**config.mk**
```make
export PLATFORM = sky130hd
export DESIGN_NAME = txr_ring_ptr_mgr
export DESIGN_NICKNAME = d
export VERILOG_FILES = /design/src/rtl/txr_pkg.sv /design/src/rtl/txr_queue_regs.sv /design/src/rtl/txr_arb.sv /design/src/rtl/txr_ring_ptr_mgr.sv
export SDC_FILE = /design/constraint.sdc
export NUM_CORES = 1
export LEC_CHECK = 0
export BUFFER_PORTS_ARGS = -buffer_cell sky130_fd_sc_hd__buf_4
export CAP_MARGIN = 20
export CORE_MARGIN = 2
export CORE_UTILIZATION = 45
export CTS_CLUSTER_SIZE = 24
export DETAILED_ROUTE_END_ITERATION = 8
export GPL_TIMING_DRIVEN = 0
export SYNTH_ARGS = -nofsm -noshare
export SYNTH_HDL_FRONTEND = slang
export SYNTH_SLANG_ARGS = --single-unit
```
**constraint.sdc**
```tcl
create_clock -name clk -period 4.5 [get_ports clk]
set_input_delay 0.675 -clock clk [delete_from_list [all_inputs] [get_ports clk]]
set_output_delay 0.675 -clock clk [all_outputs]
set_load 0.005 [all_outputs]
```
**src/rtl/txr_pkg.sv**
```systemverilog
package txr_pkg;
   // Register field codes (low three bits of the register address)
   typedef enum logic [2:0] {
      FLD_BASE_LO = 3'd0,
      FLD_BASE_HI = 3'd1,
      FLD_LEN     = 3'd2,
      FLD_HEAD    = 3'd3,
      FLD_TAIL    = 3'd4
   } txr_fld_e;

   localparam int FLD_W     = 3;
   localparam int DESC_LSB  = 4;   // 16-byte descriptors, 16-byte base alignment
   localparam int LEN_LSB   = 7;   // length granularity of 128 bytes
   localparam int ADDR_W    = 64;
endpackage

```
**src/rtl/txr_queue_regs.sv**
```systemverilog
module txr_queue_regs
   import txr_pkg::*;
#(
   parameter int PTR_W = 13
) (
   input  logic              clk,
   input  logic              rst_n,
   input  logic              wr_en,
   input  logic [FLD_W-1:0]  fld,
   input  logic [31:0]       wdata,
   input  logic              adv,
   output logic [ADDR_W-1:0] base,
   output logic [31:0]       len_rd,
   output logic [PTR_W-1:0]  head,
   output logic [PTR_W-1:0]  tail,
   output logic              pending
);
   localparam int LEN_W = PTR_W + DESC_LSB + 1;
   localparam int CNT_W = PTR_W + 1;

   if (LEN_W > 32 || LEN_W <= LEN_LSB) begin : g_bad_ptr_w
      $error("txr_queue_regs: PTR_W out of range");
   end

   logic [ADDR_W-1:DESC_LSB] base_q;
   logic [LEN_W-1:LEN_LSB]   len_q;
   logic [LEN_W-1:0]         len_full;
   logic [CNT_W-1:0]         slots;
   logic [CNT_W-1:0]         head_inc;
   logic [PTR_W-1:0]         head_nx;
   logic                     clr;

   assign len_full = {len_q, {LEN_LSB{1'b0}}};
   assign slots    = len_full[LEN_W-1:DESC_LSB];
   assign head_inc = {1'b0, head} + CNT_W'(1);
   assign head_nx  = (head_inc == slots) ? '0 : head_inc[PTR_W-1:0];
   assign clr      = wr_en && (fld == FLD_BASE_LO || fld == FLD_BASE_HI || fld == FLD_LEN);

   assign base    = {base_q, {DESC_LSB{1'b0}}};
   assign len_rd  = 32'(len_full);
   assign pending = (head != tail) && (len_q != '0);

   always_ff @(posedge clk or negedge rst_n) begin
      if (!rst_n) begin
         base_q <= '0;
         len_q  <= '0;
         head   <= '0;
         tail   <= '0;
      end else begin
         if (wr_en) begin
            case (fld)
               FLD_BASE_LO: base_q[31:DESC_LSB]     <= wdata[31:DESC_LSB];
               FLD_BASE_HI: base_q[ADDR_W-1:32]     <= wdata;
               FLD_LEN:     len_q                   <= wdata[LEN_W-1:LEN_LSB];
               FLD_TAIL:    tail                    <= wdata[PTR_W-1:0];
               default:     ;
            endcase
         end
         if (clr) begin
            head <= '0;
            tail <= '0;
         end else if (adv) begin
            head <= head_nx;
         end
      end
   end


   head_bound_chk: assert property (@(posedge clk) disable iff (!rst_n)
      (len_q != '0) |-> ({1'b0, head} < slots));


   head_hold_chk: assert property (@(posedge clk) disable iff (!rst_n)
      (!adv && !clr) |=> $stable(head));


   clear_ptr_chk: assert property (@(posedge clk) disable iff (!rst_n)
      clr |=> (head == '0 && tail == '0));
endmodule

```
**src/rtl/txr_arb.sv**
```systemverilog
module txr_arb #(
   parameter int NQ     = 4,
   parameter bit RR     = 1'b1,
   localparam int QW    = (NQ > 1) ? $clog2(NQ) : 1
) (
   input  logic          clk,
   input  logic          rst_n,
   input  logic [NQ-1:0] req,
   input  logic          take,
   output logic [NQ-1:0] grant,
   output logic [QW-1:0] gnt_idx,
   output logic          any
);
   assign any = |req;

   if (RR) begin : g_rr
      logic [QW-1:0] last_q;

      always_comb begin
         grant   = '0;
         gnt_idx = '0;
         for (int i = 1; i <= NQ; i++) begin
            if (req[(int'(last_q) + i) % NQ] && grant == '0) begin
               grant[(int'(last_q) + i) % NQ] = 1'b1;
               gnt_idx = QW'((int'(last_q) + i) % NQ);
            end
         end
      end

      always_ff @(posedge clk or negedge rst_n) begin
         if (!rst_n)    last_q <= QW'(NQ - 1);
         else if (take) last_q <= gnt_idx;
      end
   end else begin : g_fixed
      always_comb begin
         grant   = '0;
         gnt_idx = '0;
         for (int i = 0; i < NQ; i++) begin
            if (req[i] && grant == '0) begin
               grant[i] = 1'b1;
               gnt_idx  = QW'(i);
            end
         end
      end
   end


   grant_onehot_chk: assert property (@(posedge clk) disable iff (!rst_n)
      $onehot0(grant));


   grant_req_chk: assert property (@(posedge clk) disable iff (!rst_n)
      (grant & ~req) == '0);
endmodule

```
**src/rtl/txr_ring_ptr_mgr.sv**
```systemverilog
module txr_ring_ptr_mgr
   import txr_pkg::*;
#(
   parameter int NQ      = 4,
   parameter int PTR_W   = 13,
   parameter bit RR_ARB  = 1'b1,
   localparam int QW     = (NQ > 1) ? $clog2(NQ) : 1,
   localparam int AW     = QW + FLD_W
) (
   input  logic              clk,
   input  logic              rst_n,
   input  logic              reg_wr_en,
   input  logic [AW-1:0]     reg_addr,
   input  logic [31:0]       reg_wdata,
   output logic [31:0]       reg_rdata,
   output logic              fetch_valid,
   output logic [QW-1:0]     fetch_qid,
   output logic [ADDR_W-1:0] fetch_addr,
   input  logic              fetch_done,
   input  logic [QW-1:0]     done_qid
);
   if (NQ < 2 || (NQ & (NQ - 1)) != 0) begin : g_bad_nq
      $error("txr_ring_ptr_mgr: NQ must be a power of two, at least 2");
   end

   logic [ADDR_W-1:0] base_a [NQ];
   logic [31:0]       len_a  [NQ];
   logic [PTR_W-1:0]  head_a [NQ];
   logic [PTR_W-1:0]  tail_a [NQ];
   logic [ADDR_W-1:0] desc_a [NQ];
   logic [NQ-1:0]     pend_v;
   logic [NQ-1:0]     adv_v;
   logic [NQ-1:0]     grant;
   logic [QW-1:0]     gnt_idx;
   logic              any_pend;
   logic              start;
   logic              finish;
   logic [QW-1:0]     sel_q;
   logic [FLD_W-1:0]  sel_f;

   assign sel_q  = reg_addr[AW-1:FLD_W];
   assign sel_f  = reg_addr[FLD_W-1:0];
   assign start  = !fetch_valid && any_pend;
   assign finish = fetch_valid && fetch_done && (done_qid == fetch_qid);

   for (genvar q = 0; q < NQ; q++) begin : g_queue
      assign adv_v[q]  = finish && (fetch_qid == QW'(q));
      assign desc_a[q] = base_a[q] + (ADDR_W'(head_a[q]) << DESC_LSB);

      txr_queue_regs #(.PTR_W(PTR_W)) regs_i (
         .clk     (clk),
         .rst_n   (rst_n),
         .wr_en   (reg_wr_en && (sel_q == QW'(q))),
         .fld     (sel_f),
         .wdata   (reg_wdata),
         .adv     (adv_v[q]),
         .base    (base_a[q]),
         .len_rd  (len_a[q]),
         .head    (head_a[q]),
         .tail    (tail_a[q]),
         .pending (pend_v[q])
      );
   end

   txr_arb #(.NQ(NQ), .RR(RR_ARB)) arb_i (
      .clk     (clk),
      .rst_n   (rst_n),
      .req     (pend_v),
      .take    (start),
      .grant   (grant),
      .gnt_idx (gnt_idx),
      .any     (any_pend)
   );

   always_ff @(posedge clk or negedge rst_n) begin
      if (!rst_n) begin
         fetch_valid <= 1'b0;
         fetch_qid   <= '0;
         fetch_addr  <= '0;
      end else if (start) begin
         fetch_valid <= 1'b1;
         fetch_qid   <= gnt_idx;
         fetch_addr  <= desc_a[gnt_idx];
      end else if (finish) begin
         fetch_valid <= 1'b0;
      end
   end

   always_comb begin
      case (sel_f)
         FLD_BASE_LO: reg_rdata = base_a[sel_q][31:0];
         FLD_BASE_HI: reg_rdata = base_a[sel_q][ADDR_W-1:32];
         FLD_LEN:     reg_rdata = len_a[sel_q];
         FLD_HEAD:    reg_rdata = 32'(head_a[sel_q]);
         FLD_TAIL:    reg_rdata = 32'(tail_a[sel_q]);
         default:     reg_rdata = '0;
      endcase
   end


   fetch_hold_chk: assert property (@(posedge clk) disable iff (!rst_n)
      (fetch_valid && !finish) |=> (fetch_valid && $stable(fetch_qid) && $stable(fetch_addr)));


   fetch_drop_chk: assert property (@(posedge clk) disable iff (!rst_n)
      finish |=> !fetch_valid);


   one_adv_chk: assert property (@(posedge clk) disable iff (!rst_n)
      $onehot0(adv_v));


   start_work_chk: assert property (@(posedge clk) disable iff (!rst_n)
      start |-> (grant != '0));
endmodule

```
After elaboration in Yosys (flattened, before gate mapping)

Cells that the tools add are included.

Add/subtract/negate cells: 12
Order comparisons: 9
Equal/unequal tests: 19
Multiplexer cells: 64
Bitwise logic cells: 8
Reduce and logical (&&, ||, !) cells: 72

Operators with widths:

| cell                                                                   | count |
|---|---|
| 13-bit 2-to-1 mux                                                      | 25 |
| 64-bit by 17-bit adder with 64-bit output                              | 4 |
| 64-bit binary-select mux with 2-bit select                             | 2 |
| 64-bit 2-to-1 mux                                                      | 4 |
| 32-bit one-hot mux with 5 select lines                                 | 1 |
| 32-bit binary-select mux with 2-bit select                             | 1 |
| 32-bit 2-to-1 mux                                                      | 2 |
| 13-bit by 1-bit adder with 14-bit output (second input constant)       | 4 |
| 14-bit equality test                                                   | 4 |
| 13-bit binary-select mux with 2-bit select                             | 2 |
| 13-bit inequality test                                                 | 4 |
| 11-bit nonzero test                                                    | 4 |
| 2-bit AND reduction                                                    | 16 |
| 2-bit nonzero test                                                     | 13 |
| 1-bit logical AND                                                      | 25 |
| 3-bit by 4-bit < comparator with 1-bit output (second input constant)  | 4 |
| 1-bit 2-to-1 mux                                                       | 13 |
| 4-bit logical NOT                                                      | 3 |
| 4-bit 2-to-1 mux                                                       | 3 |
| 3-bit by 1-bit >= comparator with 1-bit output (second input constant) | 3 |
| 1-bit binary-select mux with 2-bit select                              | 4 |
| 2-bit equality test (second input constant)                            | 4 |
| 2-bit 2-to-1 mux                                                       | 4 |
| 4-bit OR                                                               | 2 |
| 17 further kinds                                                       | 33 |

Register bits after elaboration: 457
Bits of input ports: 43
Output and inout bits: 99
Word-level logic and storage cells: 208

Logic depth before layout (Yosys ltp)

Depth in word-level cells: 21
Depth in mapped cells: 14
Depth with buffers taken out: 13

Modules after synthesis

Synthesis repeated with hierarchy kept, for this count alone.

Cell total of the unflattened synthesis: 3304
Area, all modules: 33588.5 um^2

By module, submodules not included:

| module           | instances | cells an instance | area an instance (um^2) | seq. area each (um^2) |
|---|---|---|---|---|
| txr_queue_regs   | 4         | 367               | 4581.9                  | 2427.3 |
| txr_ring_ptr_mgr | 1         | 1765              | 14624.0                 | 1676.6 |
| txr_arb          | 1         | 71                | 636.9                   | 52.6 |

Worst setup path after synthesis

OpenSTA, ideal clock, no wires.

Path type: reg-to-reg
From: reg arb_i.g_rr.last_q[0]
To: reg fetch_addr[55]
Library setup time: 0.124 ns
Arrival time: 3.553 ns
Data required time: 4.376 ns
Setup slack: 0.823 ns
Stages on the path, launching flop included: 13
Path buffers: 3
Period minus slack after synthesis: 3.677 ns
Path through: dfstp_2 > buf_2 > clkinv_1 > ha_1 > clkbuf_1 > clkinv_1 > a2111oi_0 > o31ai_1 > and3_1 > buf_2 > a21oi_4 > mux2_1 > a211o_1

Longest elaborated chain between the ends: 21
Elaborated cells on any way between the ends: 56
Those cells by class: 4 x add/sub; 6 x order compare; 28 x mux; 6 x bitwise; 12 x reduce/logical

RTL lines:

| element                                                                                                                               | line                                        | text |
|---|---|---|
| from (decl)                                                                                                                           | txr_arb.sv:17                               | `logic [QW-1:0] last_q;` |
| from (signal assigned)                                                                                                                | txr_arb.sv:31                               | `if (!rst_n) last_q <= QW'(NQ - 1);` |
| from (signal assigned)                                                                                                                | txr_arb.sv:32                               | `else if (take) last_q <= gnt_idx;` |
| 2-bit by 1-bit adder with 2-bit output                                                                                                | txr_arb.sv:23, txr_arb.sv:24, txr_arb.sv:25 |  |
| 2-bit OR reduction (no source line)                                                                                                   | -                                           |  |
| 1-bit bitwise AND (no source line)                                                                                                    | -                                           |  |
| 3-bit by 4-bit < comparator with 1-bit output (not written as such) or 3-bit by 1-bit >= comparator with 1-bit output (tied branches) | txr_arb.sv:24                               | `grant[(int'(last_q) + i) % NQ] = 1'b1;` |
| 1-bit logical AND (not written as such)                                                                                               | txr_arb.sv:24                               |  |
| 1-bit 2-to-1 mux (not written as such)                                                                                                | txr_arb.sv:24                               |  |
| 1-bit demux with 2-bit select                                                                                                         | -                                           |  |
| 4-bit 2-to-1 mux                                                                                                                      | txr_arb.sv:23                               | `if (req[(int'(last_q) + i) % NQ] && grant == '0) begin` |
| [4 not listed]                                                                                                                        | -                                           |  |
| 1-bit logical AND                                                                                                                     | txr_arb.sv:23                               |  |
| 4-bit 2-to-1 mux                                                                                                                      | txr_arb.sv:23                               |  |
| 4-bit logical NOT                                                                                                                     | txr_arb.sv:23                               |  |
| 1-bit logical AND                                                                                                                     | txr_arb.sv:23                               |  |
| 2-bit 2-to-1 mux (*)                                                                                                                  | txr_arb.sv:23                               |  |
| 2-bit inverter with 3-bit output (not written as such) (*)                                                                            | txr_ring_ptr_mgr.sv:83                      | `fetch_addr <= desc_a[gnt_idx];` |
| 64-bit binary-select mux with 2-bit select (*)                                                                                        | txr_ring_ptr_mgr.sv:83                      |  |
| 64-bit 2-to-1 mux (not written as such) (*) (2 in series)                                                                             | txr_ring_ptr_mgr.sv:83                      |  |
| to (signal assigned)                                                                                                                  | txr_ring_ptr_mgr.sv:83                      |  |
| to (decl)                                                                                                                             | txr_ring_ptr_mgr.sv:18                      | `output logic [ADDR_W-1:0] fetch_addr,` |

Every way passes the cells marked *; elsewhere a longest branch is shown, timed or not. The select of a mux whose other input is x is not followed.
A chain may end at the register's enable or synchronous reset.

Worst setup path after layout

From: reg g_queue[1].regs_i.base_q[17] (netlist bit)
To: reg fetch_addr[49]

Longest elaborated chain between the ends: 4

RTL lines:

| element                                               | line                   | text |
|---|---|---|
| from (decl)                                           | txr_queue_regs.sv:25   | `logic [ADDR_W-1:DESC_LSB] base_q;` |
| from (signal, indexed assignment)                     | txr_queue_regs.sv:52   | `FLD_BASE_LO: base_q[31:DESC_LSB] <= wdata[31:DESC_LSB];` |
| from (signal, indexed assignment)                     | txr_queue_regs.sv:53   | `FLD_BASE_HI: base_q[ADDR_W-1:32] <= wdata;` |
| 64-bit by 17-bit adder with 64-bit output             | txr_ring_ptr_mgr.sv:48 | `assign desc_a[q] = base_a[q] + (ADDR_W'(head_a[q]) << DESC_LSB);` |
| 64-bit binary-select mux with 2-bit select            | txr_ring_ptr_mgr.sv:83 |  |
| 64-bit 2-to-1 mux (not written as such) (2 in series) | txr_ring_ptr_mgr.sv:83 |  |

No other way between the ends. The select of a mux whose other input is x is not followed.

==> metrics.md <==
| Metric | Value |
|---|---|
| Sw Share | 0.486 |
| Initial antenna violation count | 2 |
| Status | finished with violations |
| Routability congestion estimate | 1.05 |
| Chip width | 266 um |
| Final Skew | 0.0198 ns |
| First-pass GRT wire length | 212000 um |
| Fin crit period | 4.53 ns |
| Worst Setup End Kind | flop |
| Max transition margin | 0.164 |
| Worst min path class | in -> reg |
| Max rail drop VDD | 0.638 mV |
| Clock Latency Late Sink | 0.65 ns |
| Net switching power | 0.0112 W |
| Ys async rst share | 1.00 |
| Port Buffer Count | 135 |
| Max Root-Sink Buffers | 3 |
| CP Launch Type | flop |
| Via count | 28472 |
| Req. time, crit path | 4.97 ns |
| Post-Syn Area | 30800 um2 |
| Dpl ws | -1.04 ns |
| Failing checks | setup timing |
| Syn. warnings | 0 |
| Hold WS | 0.276 ns |
| DRT Pass-1 Iters | 6 |
| Synth Area per Inst | 10.2 um2 |
| Avg WL per Cell | 36.4 um |
| Post-route ant nets | 0 |
| Seq cells post-synth | 453 |
| CTS buffer count | 54 |
| Number of global-route vias before repair | 27987 |
| Die boundary height | 266 um |
| # setup viols final | 1 |
| FMAX | 221 MHz |
| Vias/cell | 6.81 |
| Worst endpoint data arrival time | 5.00 ns |
| Clock sinks | 453 |
| Logic pwr share | 0.521 |
| Area delta synth->final | 15.5% |
| Initial core utilization | 0.457 |
| Drt total wl | 152000 um |
| CP max FO | 10 |
| Slew Limit Fails | 0 |
| Core area | 67500 um2 |
| Post-DP HPWL | 117000 um |
| Worst Setup Path Type | reg -> reg |
| # IOs | 142 |
| Share of cells above drive strength 1 | 0.242 |
| Non-filler instance count after layout | 4182 |
| Internal cell power | 0.0118 W |
| Filler Cell Count | 6219 |
| Clock share of power | 0.202 |
| CP cell instances | and3_1 > clkbuf_1 > nand2_1 > nor3_2 > o311a_1 > clkbuf_1 > nand2_1 > nor2_1 > xor2_1 > o221ai_1 > a31oi_1 |
| CTS tree | yes |
| Final hold vios | 0 |
| RSZ-0062 raised after global routing | false |
| Crit-path slowest cell | clkbuf_1 |
| DRC errors left | 0 |
| PwrDens | 647 nW/um2 |
| Max_cap viols | 0 |
| Final worst-path cycle share | 1.01 |
| Flop pwr share | 0.278 |
| Worst Max-Slew Pin Slew | 1.25 ns |
| CP max stage delay | 0.75 ns |
| Synth unique cells | 93 |
| Root Driver | clkbuf_16 |
| Initial DRC Count | 3408 |
| Row count | 95 |
| Post-route setup slack | -0.0259 ns |
| # placed instances | 4072 |
| Total global-route track usage | 0.427 |
| Leakage power | 15.1 nW |
| GR Overflow Total | 0 |
| Most common cell after layout, fill and taps aside | dfrtp_1 |
| Largest net degree at the start of global routing | 118 |
| Final nets | 3375 |
| EDFF count, synth | 0 |
| Main synth FF type | dfrtp_1 |
| Register area share after synthesis | 0.368 |
| H-tree depth | 2 |
| Commonest non-fill, non-tap cells in the layout | 449 x dfrtp_1, 291 x nand2_1, 284 x mux2_2, 203 x xnor2_1, 158 x buf_4 |
| Total Die Area | 70600 um2 |
| Syn Inst Count | 3036 |
| Reg clk slew, reported paths | 0.07 ns |
[critical path, delay by kind of cell (launching register included)]
family	cells	cell delay, ns
AO/OA/AOI/OAI	3	1.11
XOR/XNOR	1	0.09
buffers and inverters	2	1.17
AND/OR/NAND/NOR	5	1.44
flip-flops	1	0.50
[area by class of cell]
type | instances | area [um2] | share of cell area
multi-input combinational | 2330 | 18600 | 0.523
sequential | 453 | 11300 | 0.319
timing repair buffer | 172 | 1550 | 0.0436
clock buffer | 71 | 1550 | 0.0435
tap | 873 | 1090 | 0.0307
buffer | 204 | 968 | 0.0272
clock inverter | 28 | 280 | 0.00787
inverter | 49 | 186 | 0.00524
antenna | 2 | 5.00 | 0.000141
[cells by family (layout without fill, tap and decap cells)]
| logic type | count (synthesis) | in the layout | synth area share |
|---|---|---|---|
| xor gates and xnor gates | 352 | 352 | 0.101 |
| DFF | 453 | 453 | 0.368 |
| and+or+nand+nor | 867 | 867 | 0.139 |
| buffers and inverters | 256 | 524 | 0.0350 |
| AOI/OAI and AO/OA | 605 | 605 | 0.136 |
| other | 1 | 6 | 0.000122 |
| adders and majority gates | 69 | 69 | 0.0289 |
| muxes | 433 | 433 | 0.192 |
[sequential cells by signal (all words and copies together), names as in the netlist]
signal                 flops
g_queue.regs_i.len_q      44
fetch_qid                  2
g_queue.regs_i.tail       52
arb_i.g_rr.last_q          2
fetch_valid                1
fetch_addr                60
g_queue.regs_i.base_q    240
g_queue.regs_i.head       52
[timing repair]
item | in CTS | in global routing
pin swaps | 4 | 1
endpoints found under the setup margin | 97 | 78
endpoints found under the hold margin | 26 | 0
hold buffers | 1 | 0
gates cloned | 0 | 0
gates resized for setup | 55 | 44
setup buffers | 9 | 1
[synthesized netlist by cell type (34+ instances only)]
cell type | number | share of area
nor2_1 | 121 | 0.015
mux2_2 | 284 | 0.10
clkbuf_1 | 136 | 0.017
nand3_1 | 117 | 0.019
mux4_2 | 99 | 0.072
nor3_1 | 46 | 0.0075
o21ai_0 | 154 | 0.025
mux2i_1 | 47 | 0.015
ha_1 | 64 | 0.026
xnor2_1 | 204 | 0.058
nand2_1 | 293 | 0.036
and3_1 | 71 | 0.014
inv_1 | 46 | 0.0056
dfrtp_1 | 451 | 0.37
buf_2 | 34 | 0.0055
a21oi_1 | 68 | 0.011
xor2_1 | 146 | 0.041
nand4_1 | 57 | 0.012
o211ai_1 | 109 | 0.027
[metrics by stage]
step                area (um2)  setup TNS, ns  power, W   util
finish                   35600        -0.0259    0.0230  0.527
global route             35600              0    0.0234  0.527
CTS                      35500              0    0.0223  0.526
detailed placement       33400         -45.54    0.0172  0.494
global placement         33000        -963.47    0.0171  0.488
floorplan                30800              0    0.0120      -
[final timing paths]
check	cells after the start	startpoint	to	slack [ns]
setup / recovery	11	g_queue[1].regs_i.base_q[17]$_DFFE_PN0P_	fetch_addr[49]$_DFFE_PN0P_	-0.03
hold / removal	2	reg_wdata[14]	g_queue[3].regs_i.base_q[14]$_DFFE_PN0P_	0.28
setup reg to reg	11	g_queue[1].regs_i.base_q[17]$_DFFE_PN0P_	fetch_addr[49]$_DFFE_PN0P_	-0.03
hold reg to reg	2	fetch_addr[22]$_DFFE_PN0P_	fetch_addr[22]$_DFFE_PN0P_	0.49
max in group asynchronous	4	rst_n	g_queue[1].regs_i.len_q[16]$_DFFE_PN0P_	2.54
min in group asynchronous	2	rst_n	g_queue[0].regs_i.base_q[34]$_DFFE_PN0P_	0.49
[layer usage]
layer  vias up  track usage  wire (um)
li1      11704            -          -
met5         -            0         23
met2      1831        0.656      66800
met1     14356        0.526      56400
met4         4        0.304      13200
met3       577        0.106      15600
[power by group through the flow]
stage / Combinational, W / Clock [W] / Sequential (W)
final: 0.0120 / 0.00464 / 0.00639
after global routing: 0.0121 / 0.00481 / 0.00643
after CTS: 0.0113 / 0.00465 / 0.00632
after detailed placement: 0.0109 / 0 / 0.00639
after global placement: 0.0107 / 0 / 0.00635
after floorplan: 0.00620 / 0 / 0.00576
Power figures use the tool's default switching activity.
